==> src/rtl/lp_pkg.sv <==
package lp_pkg;

    localparam int ST_W     = 8;
    localparam int ST_PLOW  = 7;
    localparam int ST_OVF   = 6;
    localparam int ST_PEND  = 5;
    localparam int ST_BAR   = 4;
    localparam int ST_PAR   = 3;
    localparam int ST_MEM   = 2;
    localparam int ST_RUN   = 1;
    localparam int ST_ABN   = 0;

    localparam logic [2:0] CH_OVERFLOW = 3'b001;

    typedef enum logic [1:0] {
        P_IDLE  = 2'd0,
        P_PRINT = 2'd1,
        P_WAIT  = 2'd2
    } pstate_t;

    typedef struct packed {
        logic       ctrl;
        logic       inh;
        logic [3:0] forms;
    } cmd_t;

    function automatic logic chan_hit(input logic [2:0] sensed, input logic [2:0] want);
        return (sensed & want) == want;
    endfunction

endpackage

==> src/rtl/lp_feed.sv <==
module lp_feed
    import lp_pkg::*;
#(
    parameter int LIM_W = 8
) (
    input  logic             clk,
    input  logic             rst,
    input  logic             start,
    input  logic [3:0]       forms,
    input  logic             kill,
    input  logic             line_adv,
    input  logic [2:0]       chan,
    input  logic [LIM_W-1:0] limit,
    output logic             busy,
    output logic             ovf_evt,
    output logic             run_evt
);

    logic             skip_q;
    logic [2:0]       tgt_q;
    logic [1:0]       left_q;
    logic [LIM_W-1:0] cnt_q;
    logic [LIM_W-1:0] cnt_nx;
    logic             adv, hit, done;

    always_comb begin
        adv     = line_adv && busy;
        hit     = skip_q && chan_hit(chan, tgt_q);
        cnt_nx  = cnt_q + 1'b1;
        ovf_evt = adv && !skip_q && (chan == CH_OVERFLOW);
        run_evt = adv && skip_q && !hit && (cnt_nx >= limit);
        done    = adv && (skip_q ? (hit || run_evt) : (left_q == 2'd1));
    end

    always_ff @(posedge clk) begin
        if (rst) begin
            busy   <= 1'b0;
            skip_q <= 1'b0;
            tgt_q  <= '0;
            left_q <= '0;
            cnt_q  <= '0;
        end else if (kill) begin
            busy <= 1'b0;
        end else if (start) begin
            skip_q <= forms[3];
            tgt_q  <= forms[2:0];
            left_q <= forms[1:0];
            cnt_q  <= '0;
            busy   <= forms[3] || (forms[1:0] != 2'd0);
        end else if (done) begin
            busy <= 1'b0;
        end else if (adv) begin
            left_q <= left_q - 2'd1;
            cnt_q  <= cnt_nx;
        end
    end

endmodule

==> src/rtl/lp_status.sv <==
module lp_status
    import lp_pkg::*;
(
    input  logic            clk,
    input  logic            rst,
    input  logic [ST_W-1:0] imm_set,
    input  logic [ST_W-1:0] def_set,
    input  logic            xfer,
    input  logic            pend_set,
    input  logic            clr,
    output logic [ST_W-1:0] stat,
    output logic            def_any
);

    logic [ST_W-1:0] def_q;
    logic [ST_W-1:0] pend_v;

    always_comb begin
        pend_v         = '0;
        pend_v[ST_PEND] = pend_set;
        def_any        = |def_q;
    end

    always_ff @(posedge clk) begin
        if (rst) begin
            stat  <= '0;
            def_q <= '0;
        end else begin
            stat  <= (clr ? '0 : stat) | imm_set | (xfer ? def_q : '0) | pend_v;
            def_q <= (xfer ? '0 : def_q) | def_set;
        end
    end

endmodule

==> src/rtl/lp_cmd_ctrl.sv <==
module lp_cmd_ctrl
    import lp_pkg::*;
#(
    parameter int LIM_W = 8
) (
    input  logic             clk,
    input  logic             rst,
    input  logic             cmd_valid,
    input  logic             cmd_ctrl,
    input  logic             cmd_inh,
    input  logic [3:0]       cmd_forms,
    output logic             cmd_ack,
    input  logic             print_done,
    input  logic             line_adv,
    input  logic [2:0]       chan_sense,
    input  logic [LIM_W-1:0] runaway_limit,
    input  logic             err_bar,
    input  logic             err_parity,
    input  logic             err_mem,
    input  logic             err_abn,
    input  logic             paper_low,
    input  logic             op_clear,
    input  logic             test_req,
    output logic             test_valid,
    output logic [7:0]       test_data,
    output logic             irq,
    output logic             print_run,
    output logic             feed_run
);

    pstate_t         pst;
    cmd_t            cur;
    logic            locked;
    logic            def_any;
    logic            pend_set;
    logic            imm_any;
    logic            wait_st;
    logic            active, kill, handoff, feed_start;
    logic            ovf_evt, run_evt;
    logic [ST_W-1:0] imm_set, def_set, stat;

    always_comb begin
        imm_set         = '0;
        imm_set[ST_BAR] = err_bar;
        imm_set[ST_PAR] = err_parity;
        imm_set[ST_MEM] = err_mem;
        imm_set[ST_ABN] = err_abn;
        imm_any         = |imm_set;

        def_set          = '0;
        def_set[ST_PLOW] = paper_low;
        def_set[ST_OVF]  = ovf_evt;
        def_set[ST_RUN]  = run_evt;

        wait_st    = (pst == P_WAIT);
        active     = (pst != P_IDLE) || feed_run;
        kill       = active && imm_any;
        cmd_ack    = cmd_valid && (pst == P_IDLE) && !locked;
        handoff    = wait_st && !feed_run && !kill;
        feed_start = handoff;
        pend_set   = (kill && !cur.inh) ||
                     (handoff && !cur.inh) ||
                     (cmd_ack && def_any && !cmd_inh);
        print_run  = (pst == P_PRINT);
        irq        = stat[ST_PEND];
    end

    always_ff @(posedge clk) begin
        if (rst) begin
            pst <= P_IDLE;
            cur <= '0;
        end else if (kill) begin
            pst <= P_IDLE;
        end else if (cmd_ack) begin
            cur <= '{ctrl: cmd_ctrl, inh: cmd_inh, forms: cmd_forms};
            if (def_any)       pst <= P_IDLE;
            else if (cmd_ctrl) pst <= P_WAIT;
            else               pst <= P_PRINT;
        end else if (pst == P_PRINT && print_done) begin
            pst <= P_WAIT;
        end else if (handoff) begin
            pst <= P_IDLE;
        end
    end

    always_ff @(posedge clk) begin
        if (rst)           locked <= 1'b0;
        else if (run_evt)  locked <= 1'b1;
        else if (op_clear) locked <= 1'b0;
    end

    always_ff @(posedge clk) begin
        if (rst) begin
            test_valid <= 1'b0;
            test_data  <= '0;
        end else begin
            test_valid <= test_req;
            if (test_req) test_data <= stat;
        end
    end

    lp_feed #(.LIM_W(LIM_W)) u_feed (
        .clk(clk), .rst(rst), .start(feed_start), .forms(cur.forms),
        .kill(kill), .line_adv(line_adv), .chan(chan_sense),
        .limit(runaway_limit), .busy(feed_run),
        .ovf_evt(ovf_evt), .run_evt(run_evt)
    );

    lp_status u_status (
        .clk(clk), .rst(rst), .imm_set(imm_set), .def_set(def_set),
        .xfer(cmd_ack), .pend_set(pend_set), .clr(test_req),
        .stat(stat), .def_any(def_any)
    );

endmodule

==> config.mk <==
export PLATFORM = sky130hd
export DESIGN_NAME = lp_cmd_ctrl
export DESIGN_NICKNAME = d
export VERILOG_FILES = /design/src/rtl/lp_pkg.sv /design/src/rtl/lp_feed.sv /design/src/rtl/lp_status.sv /design/src/rtl/lp_cmd_ctrl.sv
export SDC_FILE = /design/constraint.sdc
export NUM_CORES = 1
export LEC_CHECK = 0
export BUFFER_PORTS_ARGS = -buffer_cell sky130_fd_sc_hd__buf_2
export CORE_ASPECT_RATIO = 0.6
export CORE_MARGIN = 5
export CORE_UTILIZATION = 51
export CTS_CLUSTER_DIAMETER = 150
export DETAILED_ROUTE_END_ITERATION = 8
export HOLD_SLACK_MARGIN = 0.02
export PLACE_DENSITY = 0.75
export RECOVER_POWER = 100
export SLEW_MARGIN = 15
export SYNTH_ARGS = -nofsm -noshare
export SYNTH_HDL_FRONTEND = slang
export SYNTH_SLANG_ARGS = --single-unit
export TNS_END_PERCENT = 30
==> constraint.sdc <==
create_clock -name clk -period 4 [get_ports clk]
set_clock_uncertainty 0.15 [all_clocks]
set_input_delay 0.2 -clock clk [delete_from_list [all_inputs] [get_ports clk]]
set_output_delay 0.2 -clock clk [all_outputs]
set_load 0.01 [all_outputs]
# Word level (Yosys, flattened, before mapping)
# Index checks and enable logic that the tools add are counted.
totals:
  register_bits: 48
  inputBits: 29
  out_inout_bits: 13
  elab_cells: 90
op_classes:
  addsub: 2
  n_lt_le_gt_ge: 1
  n_eq_ne: 6
  mux: 19
  bitwise_logic: 6
  reduce_logical: 43
ops:
  columns: ["op", "n"]
  rows:
  - ["2-to-1 mux 8 bit", 6]
  - ["logical AND 1 bit", 18]
  - ["2-to-1 mux 2 bit", 8]
  - ["bitwise OR 8 bit", 2]
  - ["nonzero test 2 bit", 5]
  - ["adder 8 x 1 -> 8 bit, second input constant", 1]
  - ["greater-or-equal comparator 8 bit", 1]
  - ["bitwise OR 8 x 5 -> 8 bit", 1]
  - ["bitwise OR 8 x 6 -> 8 bit", 1]
  - ["OR reduction 8 bit", 1]
  - ["logical NOT 1 bit", 7]
  - ["logical OR 1 bit", 5]
  - ["2-to-1 mux 1 bit", 5]
  - ["== test 2 x 1 -> 1 bit, second input constant", 2]
  - ["AND reduction 2 bit", 2]
  - ["OR reduction 4 bit", 1]
  - ["bitwise AND 3 bit", 1]
  - ["== test 3 x 1 -> 1 bit, second input constant", 1]
  - ["== test 3 bit", 1]
  - ["AND reduction 3 bit", 1]
  - ["nonzero test 3 bit", 1]
  - ["== test 2 bit, second input constant", 1]
  - ["logical NOT 2 bit", 1]
  - ["!= test 2 bit, second input constant", 1]
  - ["other kinds (3)", 3]

# Depth between registers and ports, before layout
logic_depth:
  depth_word: 11
  depth_mapped: 11
  depth_no_buf: 11

# By module
# A second synthesis with hierarchy kept.
unflattened:
  hier_cells: 275
  area_unflattened_um2: 2401.1
by_module_without_submodules:
  columns: ["module", "instances", "cells_each", "area_each_um2"]
  rows:
  - ["lp_feed", 1, 128, 1028.5]
  - ["lp_cmd_ctrl", 1, 77, 754.5]
  - ["lp_status", 1, 70, 618.1]

# Worst setup path after synthesis
# Ideal clock, no wire load.
synth_timing:
  path_kind: "flip-flop to flip-flop"
  startpoint: "register u_feed.cnt_q[2]"
  endpoint: "register u_feed.cnt_q[1]"
  setup_time_ps: 117
  arrival_ps: 2396
  slack_ps: 1337
  stages_incl_launch_ff: 11
  path_buffers: 0
  period_less_slack_ps: 2663
  path_cell_list: "dfxtp_1 > and3_1 > and3_1 > nand3_1 > xnor2_1 > ha_1 > mux2_4 > a211o_1 > a21oi_4 > o21ai_2 > a32o_1"
synth_between:
  elab_chain_len: 8
synth_rtl:
  columns: ["element", "line", "rtl"]
  rows:
  - ["from (decl)", "lp_feed.sv:22", "logic [LIM_W-1:0] cnt_q;"]
  - ["from (signal assigned)", "lp_feed.sv:54", "cnt_q <= cnt_nx;"]
  - ["adder 8 x 1 -> 8 bit", "lp_feed.sv:29", "cnt_nx = cnt_q + 1'b1;"]
  - ["greater-or-equal comparator 8 bit", "lp_feed.sv:31", "run_evt = adv && skip_q && !hit && (cnt_nx >= limit);"]
  - ["logical AND 1 bit", "lp_feed.sv:31", null]
  - ["logical OR 1 bit", "lp_feed.sv:32", "done = adv && (skip_q ? (hit || run_evt) : (left_q == 2'd1));"]
  - ["2-to-1 mux 1 bit", "lp_feed.sv:32", null]
  - ["logical AND 1 bit", "lp_feed.sv:32", null]
  - ["!= test 2 bit (no source line)", null, null]
  - ["AND reduction 3 bit (no source line)", null, null]
# No other way between the ends.
# A chain may end at the register's enable or synchronous reset.

# Worst setup path in the final report
layout_timing:
  startpoint: "register u_feed.cnt_q[0]"
  endpoint: "register u_feed.cnt_q[7]"
layout_between:
  elab_chain_len: 8
layout_rtl:
  columns: ["element", "line"]
  rows:
  - ["adder 8 x 1 -> 8 bit (*)", "lp_feed.sv:29"]
  - ["greater-or-equal comparator 8 bit", "lp_feed.sv:31"]
  - ["logical AND 1 bit", "lp_feed.sv:31"]
  - ["logical OR 1 bit", "lp_feed.sv:32"]
  - ["2-to-1 mux 1 bit", "lp_feed.sv:32"]
  - ["logical AND 1 bit", "lp_feed.sv:32"]
  - ["!= test 2 bit (no source line)", null]
  - ["AND reduction 3 bit (no source line)", null]
# Every way passes the cells marked *; elsewhere a longest branch is shown, timed or not. The select of a mux whose other input is x is not followed.

==> impl_metrics.yaml <==
power:
  internal-power_mw: 0.6214
  p_sw_frac: 0.2577
  clockPowerShare: 0.331
  seqPwrFrac: 0.543
  p_switching_mw: 0.2157
  peakVddDrop_v: 0.0001880
  powerDensity_mw_per_mm2: 337.9
  comb_power_share: 0.126
  p_leak_nw: 1.117
  fin_total_pwr_mw: 0.8371
clocking:
  h-tree-depth: 2
  path_clk_slew_ns: 0.07
  cts_buffers: 5
  cts_setup_buffers: 0
  cts_tree: "built"
  clk_latency_ns: 0.30
  cts_max_path_buffers: 2
  cts_resized: 0
  ctsHoldBuffers: 10
  clock-sinks: 43
  cts_root_buf: "clkbuf_8"
floorplan:
  coreArea_mm2: 0.004054
  die-area_mm2: 0.005573
  initial_core_util: 0.5213
  die_h_um: 59.86
  rows: 18
  die_x_um: 93.11
  ios: 42
yosys:
  synthCells: 245
  ys_types: 46
  yosysSeqAreaShare: 0.4073
  synth-seq-cells: 43
  synth_edf_count: 0
  synthArstFlopShare: 0
  syn-cell-area_mm2: 0.002113
  yosysWarnings: 0
  synth.avg_cell_area_um2: 8.626
  synthesis.nets: 284
  synth_ff_type: "dfxtp_1"
sta:
  rsz0062_at_grt: "no"
  worstMarginPinSlew_ns: 1.666
  fmax_mhz: 294.0
  setup_violations: 0
  hold_violations: 0
  finalCritPeriodShare: 0.8505
  final.setup.tns_ns: 0
  period_needed_ns: 3.402
  max_slew_margin: -0.1107
  slew_violations: 39
placed_design:
  hpwl_um: 3646
  dp_cells: 327
  post_dp_cell_area_mm2: 0.002347
  portBuffers: 41
  gp_congestion: 0.8695
grt:
  overflow: 0
  grtUsageTotal: 0.1856
  antenna_found_initial: 0
  grt_pass1_wl_um: 7976
  grt_pass1_vias: 1707
  grt_max_degree: 39
finish:
  nets: 333
  fillers: 363
  stdcell_area_mm2: 0.002477
  drive_gt1_frac: 0.1327
  area_growth_pct: 17.23
  antenna_cells: 0
  final_cell_mix: "dfxtp_1 (43), nor2_1 (31), nand2_1 (25), buf_2 (25), a21oi_1 (18)"
  layout.cells.non_filler: 344
  mostFrequentLayoutCell: "dfxtp_1"
setup_path:
  crit_start: "u_feed.cnt_q[0]"
  end_kind: "flip-flop"
  crit_path_frequent_cell: "and3_1"
  critPathSlowestCell: "a21oi_1"
  max_stage_delay_ns: 0.65
  reg2reg_to: "u_feed.cnt_q[7]"
  path_class: "reg2reg"
  crit_required_ns: 4.04
  crit_fanout: 8
  r2r_slack_ns: 0.60
  reg2reg_from: "u_feed.cnt_q[0]"
  endpoint: "u_feed.cnt_q[7]"
  cp.arrival_ns: 3.44
  r2r_cells: 10
  path_cells: "and3_1 > and3_1 > nand3_1 > xnor2_1 > ha_1 > mux2_4 > a211o_1 > a21oi_1 > o21ai_2 > a32o_1"
  cp-start-kind: "flip-flop"
drt:
  first_iter_violations: 137
  drc: 0
  viasPerCell: 5.573
  drt_first_pass_iters: 5
  wl_um: 5003
  postRouteAntennaNets: 0
  dr_total_vias: 1917
  wl_per_cell_um: 14.54
min_path:
  min_path_type: "in2reg"
flow_run:
  maxCapViolations: 1
outcome:
  status: "finished, violations left"
  violations: "capacitance limit, slew limit"
-- metrics by stage --
| stage | hold WS [ns] | worst slack (ns) | utilization |
|---|---|---|---|
| 4_1_cts | 0.02871 | 1.003 | 0.6253 |
| 6_report | 0.02951 | 0.5982 | 0.6111 |
| 3_5_place_dp | 0.2754 | 1.020 | 0.5790 |
| 2_1_floorplan | 0.1674 | 1.337 | - |
| 3_3_place_gp | 0.2665 | 1.117 | 0.5790 |
| 5_1_grt | 0.03868 | 0.4388 | 0.6111 |
-- power by group through the flow --
stage          Combinational, mW  Sequential, mW  Clock (mW)
3_5_place_dp               0.102           0.464           0
3_3_place_gp              0.0997           0.464           0
4_1_cts                    0.110           0.454       0.281
5_1_grt                    0.119           0.456       0.298
2_1_floorplan             0.0643           0.464           0
6_report                   0.106           0.454       0.277
-- critical path, delay by kind of cell, from the launching register on --
| kind | cells | cell delay, ns |
|---|---|---|
| AOI/OAI and AO/OA | 4 | 1.48 |
| DFF | 1 | 0.40 |
| muxes | 1 | 0.26 |
| and+or+nand+nor | 3 | 0.66 |
| adders and majority gates | 1 | 0.20 |
| xor gates and xnor gates | 1 | 0.16 |
-- cells by family (layout without fill, tap and decap cells) --
kind of cell | count (synthesis) | in the layout | share of synthesized area
compound gates | 57 | 57 | 0.2078
xor+xnor | 5 | 5 | 0.02072
fa+ha+maj | 10 | 10 | 0.05921
buf+inv | 28 | 77 | 0.05151
flops | 43 | 43 | 0.4073
mux | 9 | 9 | 0.04500
simple gates | 93 | 93 | 0.2084
-- registers in the layout (all words and copies together), names as in the netlist, 2 cells and up --
name and count:
test_data 8, u_feed.cnt_q 8, u_status.stat 8, cur 5, u_feed.tgt_q 3, u_status.def_q 3, pst 2, u_feed.left_q 2
-- routing by layer --
metal  GRT usage  wire (um)
met5           0          0
met4     0.06681        109
met3     0.05157        359
met2      0.2538       2045
met1      0.2759       2488
-- worst min-delay path by stage --
stage	start	endpoint	slack [ns]	cells after the start
finish	cmd_forms[3]	cur[3]	0.03	3
detailed placement	paper_low	u_status.def_q[7]	0.28	3
floorplan	paper_low	u_status.def_q[7]	0.17	2
global placement	paper_low	u_status.def_q[7]	0.27	3
global route	cmd_forms[3]	cur[3]	0.04	3
CTS	cmd_forms[3]	cur[3]	0.03	3
-- cell type report --
| cell class | instances | area [um2] | area share |
|---|---|---|---|
| Inverter | 18 | 67.56 | 0.02727 |
| Sequential cell | 43 | 860.8 | 0.3475 |
| Multi-Input combinational cell | 174 | 1110 | 0.4480 |
| Timing Repair Buffer | 52 | 289.0 | 0.1167 |
| Clock buffer | 6 | 82.58 | 0.03333 |
| Tap cell | 50 | 62.56 | 0.02525 |
| Clock inverter | 1 | 5.005 | 0.002020 |
-- synth_stat cells (4+ instances only) --
| master | instances | area [um2] |
|---|---|---|
| a21oi_1 | 17 | 85.08 |
| and3_1 | 6 | 37.54 |
| clkbuf_1 | 7 | 26.28 |
| dfxtp_1 | 43 | 860.8 |
| ha_1 | 10 | 125.1 |
| inv_1 | 17 | 63.81 |
| mux2i_1 | 8 | 80.08 |
| nand2_1 | 25 | 93.84 |
| nand2b_1 | 6 | 37.54 |
| nand3_1 | 11 | 55.05 |
| nor2_1 | 31 | 116.4 |
| nor3_1 | 5 | 25.02 |
| o21ai_0 | 4 | 20.02 |
| xnor2_1 | 4 | 35.03 |
(Power assumes the default switching activity.)
